===== src/rtl/pmc_pkg.sv =====
package pmc_pkg;

   localparam int PWR_W = 2;
   localparam int OSC_W = 4;

   localparam int PB_IDLE = 0;
   localparam int PB_PD   = 1;

   localparam int OB_XEN  = 0;
   localparam int OB_HEN  = 1;
   localparam int OB_CSEL = 2;
   localparam int OB_LOFF = 3;

   typedef enum logic [3:0] {
      MD_NORM_XTAL = 4'd0,
      MD_NORM_HSRC = 4'd1,
      MD_RESCUE    = 4'd2,
      MD_IDLE_XTAL = 4'd3,
      MD_IDLE_HSRC = 4'd4,
      MD_IDLE_LSRC = 4'd5,
      MD_PD_WDOG   = 4'd6,
      MD_PD_TOTAL  = 4'd7,
      MD_NO_CLOCK  = 4'd8
   } pmc_mode_e;

   typedef enum logic [1:0] {
      SRC_NONE = 2'd0,
      SRC_XTAL = 2'd1,
      SRC_HSRC = 2'd2,
      SRC_LSRC = 2'd3
   } pmc_src_e;

endpackage


===== src/rtl/pmc_wake_sync.sv =====
module pmc_wake_sync #(
   parameter int WIDTH  = 6,
   parameter int STAGES = 2
) (
   input  logic             clk,
   input  logic             rst_n,
   input  logic [WIDTH-1:0] req_in,
   output logic [WIDTH-1:0] req_out
);

   if (WIDTH < 1) begin : g_bad_width
      $error("pmc_wake_sync: WIDTH must be at least 1");
   end
   if (STAGES < 0 || STAGES > 4) begin : g_bad_stages
      $error("pmc_wake_sync: STAGES must be 0..4");
   end

   if (STAGES == 0) begin : g_direct
      assign req_out = req_in;
   end else begin : g_flops
      logic [WIDTH-1:0] stg_q [STAGES];

      always_ff @(posedge clk) begin
         if (!rst_n) begin
            for (int i = 0; i < STAGES; i++) stg_q[i] <= '0;
         end else begin
            stg_q[0] <= req_in;
            for (int i = 1; i < STAGES; i++) stg_q[i] <= stg_q[i-1];
         end
      end

      assign req_out = stg_q[STAGES-1];
   end

endmodule


===== src/rtl/pmc_ctl_regs.sv =====
module pmc_ctl_regs
   import pmc_pkg::*;
(
   input  logic             clk,
   input  logic             rst_n,
   input  logic             rst_osc_sel,
   input  logic             pwr_wr_en,
   input  logic [PWR_W-1:0] pwr_wr_data,
   input  logic             osc_wr_en,
   input  logic [OSC_W-1:0] osc_wr_data,
   input  logic             wake_any,
   input  logic             wake_ext,
   output logic [PWR_W-1:0] pwr_q,
   output logic [OSC_W-1:0] osc_q
);

   logic [PWR_W-1:0] pwr_after_wake;
   logic [OSC_W-1:0] osc_rst_val;

   // Reset value: start on the oscillator named by the configuration pin.
   always_comb begin
      osc_rst_val          = '0;
      osc_rst_val[OB_CSEL] = rst_osc_sel;
      osc_rst_val[OB_XEN]  = rst_osc_sel;
      osc_rst_val[OB_HEN]  = ~rst_osc_sel;
      osc_rst_val[OB_LOFF] = 1'b0;
   end

   // Wake clearing: power-down dominates; idle only ends once power-down is gone.
   always_comb begin
      pwr_after_wake = pwr_q;
      if (pwr_q[PB_PD]) begin
         if (wake_ext) pwr_after_wake[PB_PD] = 1'b0;
      end else if (pwr_q[PB_IDLE] && wake_any) begin
         pwr_after_wake[PB_IDLE] = 1'b0;
      end
   end

   always_ff @(posedge clk) begin
      if (!rst_n) begin
         pwr_q <= '0;
      end else if (pwr_wr_en) begin
         pwr_q <= pwr_wr_data;
      end else begin
         pwr_q <= pwr_after_wake;
      end
   end

   always_ff @(posedge clk) begin
      if (!rst_n) begin
         osc_q <= osc_rst_val;
      end else if (osc_wr_en) begin
         osc_q <= osc_wr_data;
      end
   end

endmodule


===== src/rtl/pmc_mode_decode.sv =====
module pmc_mode_decode
   import pmc_pkg::*;
(
   input  logic [PWR_W-1:0] pwr,
   input  logic [OSC_W-1:0] osc,
   output logic             xtal_en,
   output logic             hsrc_en,
   output logic             lsrc_en,
   output logic             cpu_clk_en,
   output logic             per_clk_en,
   output pmc_src_e         clk_src,
   output pmc_mode_e        mode
);

   logic     sel_xtal;
   logic     main_ok;
   logic     lsrc_on;
   pmc_src_e main_src;

   assign sel_xtal = osc[OB_CSEL];
   assign main_ok  = sel_xtal ? osc[OB_XEN] : osc[OB_HEN];
   assign lsrc_on  = ~osc[OB_LOFF];
   assign main_src = sel_xtal ? SRC_XTAL : SRC_HSRC;

   always_comb begin
      mode       = MD_NO_CLOCK;
      clk_src    = SRC_NONE;
      cpu_clk_en = 1'b0;
      per_clk_en = 1'b0;
      xtal_en    = osc[OB_XEN];
      hsrc_en    = osc[OB_HEN];
      lsrc_en    = lsrc_on;

      if (pwr[PB_PD]) begin
         xtal_en = 1'b0;
         hsrc_en = 1'b0;
         mode    = lsrc_on ? MD_PD_WDOG : MD_PD_TOTAL;
      end else if (!main_ok && !lsrc_on) begin
         mode = MD_NO_CLOCK;
      end else if (pwr[PB_IDLE]) begin
         per_clk_en = 1'b1;
         if (main_ok) begin
            mode    = sel_xtal ? MD_IDLE_XTAL : MD_IDLE_HSRC;
            clk_src = main_src;
         end else begin
            mode    = MD_IDLE_LSRC;
            clk_src = SRC_LSRC;
         end
      end else begin
         per_clk_en = 1'b1;
         cpu_clk_en = 1'b1;
         if (main_ok) begin
            mode    = sel_xtal ? MD_NORM_XTAL : MD_NORM_HSRC;
            clk_src = main_src;
         end else begin
            mode    = MD_RESCUE;
            clk_src = SRC_LSRC;
         end
      end
   end

endmodule


===== src/rtl/pmc_clock_power_ctl.sv =====
module pmc_clock_power_ctl #(
   parameter int NUM_IRQ     = 6,
   parameter int EXT_IRQ_CNT = 2,
   parameter int SYNC_STAGES = 2
) (
   input  logic               clk,
   input  logic               rst_n,
   input  logic               rst_osc_sel,
   input  logic               pwr_wr_en,
   input  logic [1:0]         pwr_wr_data,
   input  logic               osc_wr_en,
   input  logic [3:0]         osc_wr_data,
   input  logic [NUM_IRQ-1:0] irq_req,
   output logic [1:0]         pwr_state,
   output logic [3:0]         osc_state,
   output logic               xtal_en,
   output logic               hsrc_en,
   output logic               lsrc_en,
   output logic               cpu_clk_en,
   output logic               per_clk_en,
   output logic [1:0]         clk_src,
   output logic [3:0]         mode,
   output logic               invalid
);
   import pmc_pkg::*;

   if (EXT_IRQ_CNT < 1 || EXT_IRQ_CNT > NUM_IRQ) begin : g_bad_ext
      $error("pmc_clock_power_ctl: EXT_IRQ_CNT must be 1..NUM_IRQ");
   end

   logic [NUM_IRQ-1:0] irq_s;
   logic               wake_any_s;
   logic               wake_ext_s;
   pmc_src_e           src_e;
   pmc_mode_e          mode_e;

   pmc_wake_sync #(
      .WIDTH  (NUM_IRQ),
      .STAGES (SYNC_STAGES)
   ) u_sync (
      .clk     (clk),
      .rst_n   (rst_n),
      .req_in  (irq_req),
      .req_out (irq_s)
   );

   assign wake_any_s = |irq_s;
   assign wake_ext_s = |irq_s[EXT_IRQ_CNT-1:0];

   pmc_ctl_regs u_regs (
      .clk         (clk),
      .rst_n       (rst_n),
      .rst_osc_sel (rst_osc_sel),
      .pwr_wr_en   (pwr_wr_en),
      .pwr_wr_data (pwr_wr_data),
      .osc_wr_en   (osc_wr_en),
      .osc_wr_data (osc_wr_data),
      .wake_any    (wake_any_s),
      .wake_ext    (wake_ext_s),
      .pwr_q       (pwr_state),
      .osc_q       (osc_state)
   );

   pmc_mode_decode u_dec (
      .pwr        (pwr_state),
      .osc        (osc_state),
      .xtal_en    (xtal_en),
      .hsrc_en    (hsrc_en),
      .lsrc_en    (lsrc_en),
      .cpu_clk_en (cpu_clk_en),
      .per_clk_en (per_clk_en),
      .clk_src    (src_e),
      .mode       (mode_e)
   );

   assign clk_src = src_e;
   assign mode    = mode_e;
   assign invalid = (mode_e == MD_NO_CLOCK);

endmodule


===== config.mk =====
export PLATFORM = sky130hd
export DESIGN_NAME = pmc_clock_power_ctl
export DESIGN_NICKNAME = d
export VERILOG_FILES = /design/src/rtl/pmc_pkg.sv /design/src/rtl/pmc_wake_sync.sv /design/src/rtl/pmc_ctl_regs.sv /design/src/rtl/pmc_mode_decode.sv /design/src/rtl/pmc_clock_power_ctl.sv
export SDC_FILE = /design/constraint.sdc
export NUM_CORES = 1
export LEC_CHECK = 0
export CORE_MARGIN = 2
export CORE_UTILIZATION = 39
export DETAILED_ROUTE_END_ITERATION = 12
export GPL_TIMING_DRIVEN = 1
export PLACE_DENSITY = 0.79
export SETUP_SLACK_MARGIN = 0.3
export SYNTH_ARGS = -nofsm -noshare
export SYNTH_HDL_FRONTEND = slang
export SYNTH_SLANG_ARGS = --single-unit

===== constraint.sdc =====
create_clock -name clk -period 1.45 [get_ports clk]
set_input_delay 0.29 -clock clk [delete_from_list [all_inputs] [get_ports clk]]
set_output_delay 0.29 -clock clk [all_outputs]
set_load 0.02 [all_outputs]

==> impl_metrics.toml <==
[final_layout]
seq_area_sq_um = 402
fin_util = 0.801
area_growth_pct = 90.8
multiInputGateArea_sq_um = 408
nets = 146
final_area_sq_mm = 0.00140
drive_gt1_frac = 0.461
diodes = 0
stdcell_count = 153
fillers = 114

[synth]
ys_types = 25
syn_area_sq_um = 733
yosys_register_bits = 18
muxShareOfSynthArea = 0.0341
yosys.area.top_type = "dfxtp_1"
synthCells = 74
synthSimpleGateAreaFrac = 0.307
synth_top_area_frac = 0.410
syn_nets = 91
synth_area_leaders = "dfxtp_1 41%, edfxtp_1 12%, and2_1 11%, nand2_1 4.6%, nor2b_1 4.3%"
ys_warn_count = 0
yosysSeqAreaShare = 0.532
synth_area_per_cell_sq_um = 9.91
synthAdderAreaFrac = 0
synth_xor_area_frac = 0
synth_compound_area_frac = 0.0939
synth_top_family_by_area = "simple AND/OR/NAND/NOR gates"

[timing]
fin_crit_sh = 1.25
slew_viol_final = 0
hold_viol = 0
worstMarginPinSlew_ns = 0.250
clock_skew_ns = 0.00417
slew_headroom = 0.833
fmax_ghz = 0.553
fin_crit_ns = 1.81
setup_viol_count_final = 11
rsz0062_at_grt = "true"
setup_ws_ns = -0.357

[setup_path]
r2r-end = "u_regs.pwr_q[0]"
critPathArrivalTime_ns = 1.52
cp_max_fo = 5
start_kind = "flop"
cp_slowest_cell = "edfxtp_1"
endpoint_kind = "output pin"
cp.depth = 4
crit_path_max_incr_delay_ns = 0.45
path_buf_inv = 1
r2r-start = "u_regs.pwr_q[1]"
worst_path_dominant_cell_family = "flip-flops"
cp-endpoint = "mode[0]"
crit_required_ns = 1.16
worstPathCellList = "nand2b_4, mux2_4, o22ai_4, buf_6"
critical_path_class = "reg -> out"
r2r_slack_ns = 0.33
ff2ff_path_depth = 6
worstSetupStartpoint = "u_regs.osc_q[2]"

[clock_network]
clk_latency_ns = 0.29
cts.sinks = 18
htree_levels = 1
cts_buffers = 3
cts_max_path_buffers = 2
cts_tree = "yes"
path_clk_slew_ns = 0.10
root_buffer = "clkbuf_4"

[floorplanning]
io_pins = 35
die-area_sq_mm = 0.00224
dieHeight_um = 47.4
initial_core_util = 0.420
die_x_um = 47.4
fp-row-count = 15
core_sq_mm = 0.00175

[global_route]
grt_max_degree = 16
gr-max-usage-layer = "met2"
grt_usage = 0.195
use_met2 = 0.397
gr-usage-met1 = 0.172
grtUsageMet3 = 0.0423
grt_pass1_wl_um = 2950
grt_pass1_vias = 729
antenna_found_initial = 0
grt-ovfl-total = 0

[pwr]
p_total_mw = 1.26
powerDensity_mw_per_mm2 = 900
p_leak_nw = 0.621
irDropWorstVdd_mv = 0.900

[status]
violations = "negative setup slack"
status = "finished, violations left"

[detailed_routing]
post_drt_via_cell_ratio = 4.88
wl_per_cell_um = 14.7
drc = 0
drt-initial-drc-count = 9
drt_wl_total_um = 2250
drtAntennaViolNets = 0
num_vias = 746
dr.pass1.iters = 4

[place]
place_congestion = 0.769
hpwlAfterDp_um = 1350
io_buffers = 34
dp.cells = 142
place_ws_ns = -0.460
place_area_sq_mm = 0.00124

[run]
maxCapViolCount = 0

[min_path]
hold_path_class = "reg -> reg"
[power breakdown]
| part | switching [mW] | internal (mW) | total [mW] |
|---|---|---|---|
| logic | 0.201 | 0.245 | 0.445 |
| clock network | 0.147 | 0.107 | 0.254 |
| registers | 0.0229 | 0.537 | 0.560 |
[routing by layer]
metal	part of all wire	up-vias
li1	-	357
met1	0.36	342
met2	0.57	43
met3	0.060	4
met4	0.016	0
met5	0	-
[per-stage QoR]
step	hold WS, ns	setup TNS (ns)
floorplan	0.412	-0.0510
global placement	0.415	-3.05
finish	0.435	-2.32
detailed placement	0.417	-3.40
CTS	0.434	-2.09
global route	0.457	-3.17
[area by class of cell]
type                       instances  area share
tap                               25      0.0224
sequential                        18       0.287
multi-input combinational         51       0.292
inverter                           2      0.0125
clock buffer                       4      0.0188
timing repair buffer              53       0.368
[sequential cells by signal, indices dropped and copies added (netlist names)]
name and flops:
u_regs.pwr_q 2, u_sync.g_flops.stg_q 12, u_regs.osc_q 4
[timing repair]
item / in CTS / in global routing
setup buffers: 5 / 2
endpoints found under the setup margin: 19 / 20
resized for setup: 108 / 14
hold buffers: 0 / 0
pin swaps: 3 / 0
gates cloned: 0 / 0
[cells in the final DEF (no fill, tap or decap), types with 3 or more instances in the layout]
master	n
edfxtp_1	3
dfxtp_4	3
dfxtp_1	12
clkdlybuf4s50_1	16
buf_6	20
clkbuf_4	3
nor2b_1	3
and2_1	12
nand2b_1	3
nand2_1	9
buf_4	16
[cells in the mapped netlist]
cell / n
a21o_1: 1
a21oi_1: 2
a31o_2: 1
and2_1: 13
and4b_1: 1
buf_4: 1
clkbuf_1: 1
clkbuf_2: 1
dfxtp_1: 15
edfxtp_1: 3
inv_1: 2
mux2_4: 1
mux2i_1: 1
nand2_1: 9
nand2b_1: 3
nand2b_4: 1
nor2_1: 3
nor2b_1: 5
nor3_1: 2
nor4_1: 1
nor4b_1: 1
o21a_1: 1
o21ai_0: 3
o22ai_2: 1
o31ai_1: 1
[worst min path at each step]
stage / from / to / slack [ns] / depth (start not counted)
final: u_sync.g_flops.stg_q[0][2] / u_sync.g_flops.stg_q[0][8] / 0.44 / 1
after global routing: u_sync.g_flops.stg_q[0][2] / u_sync.g_flops.stg_q[0][8] / 0.46 / 1
after floorplan: u_sync.g_flops.stg_q[0][4] / u_sync.g_flops.stg_q[0][10] / 0.41 / 1
after detailed placement: u_sync.g_flops.stg_q[0][2] / u_sync.g_flops.stg_q[0][8] / 0.42 / 1
after CTS: u_sync.g_flops.stg_q[0][2] / u_sync.g_flops.stg_q[0][8] / 0.43 / 1
after global placement: u_sync.g_flops.stg_q[0][1] / u_sync.g_flops.stg_q[0][7] / 0.42 / 1
[kinds of logic (layout without fill, tap and decap cells)]
family | Yosys count | in the layout
AND/OR/NAND/NOR | 39 | 39
flip-flops | 18 | 18
AO/OA/AOI/OAI | 10 | 10
buffers and inverters | 5 | 59
multiplexers | 2 | 2
(Power assumes the default switching activity.)
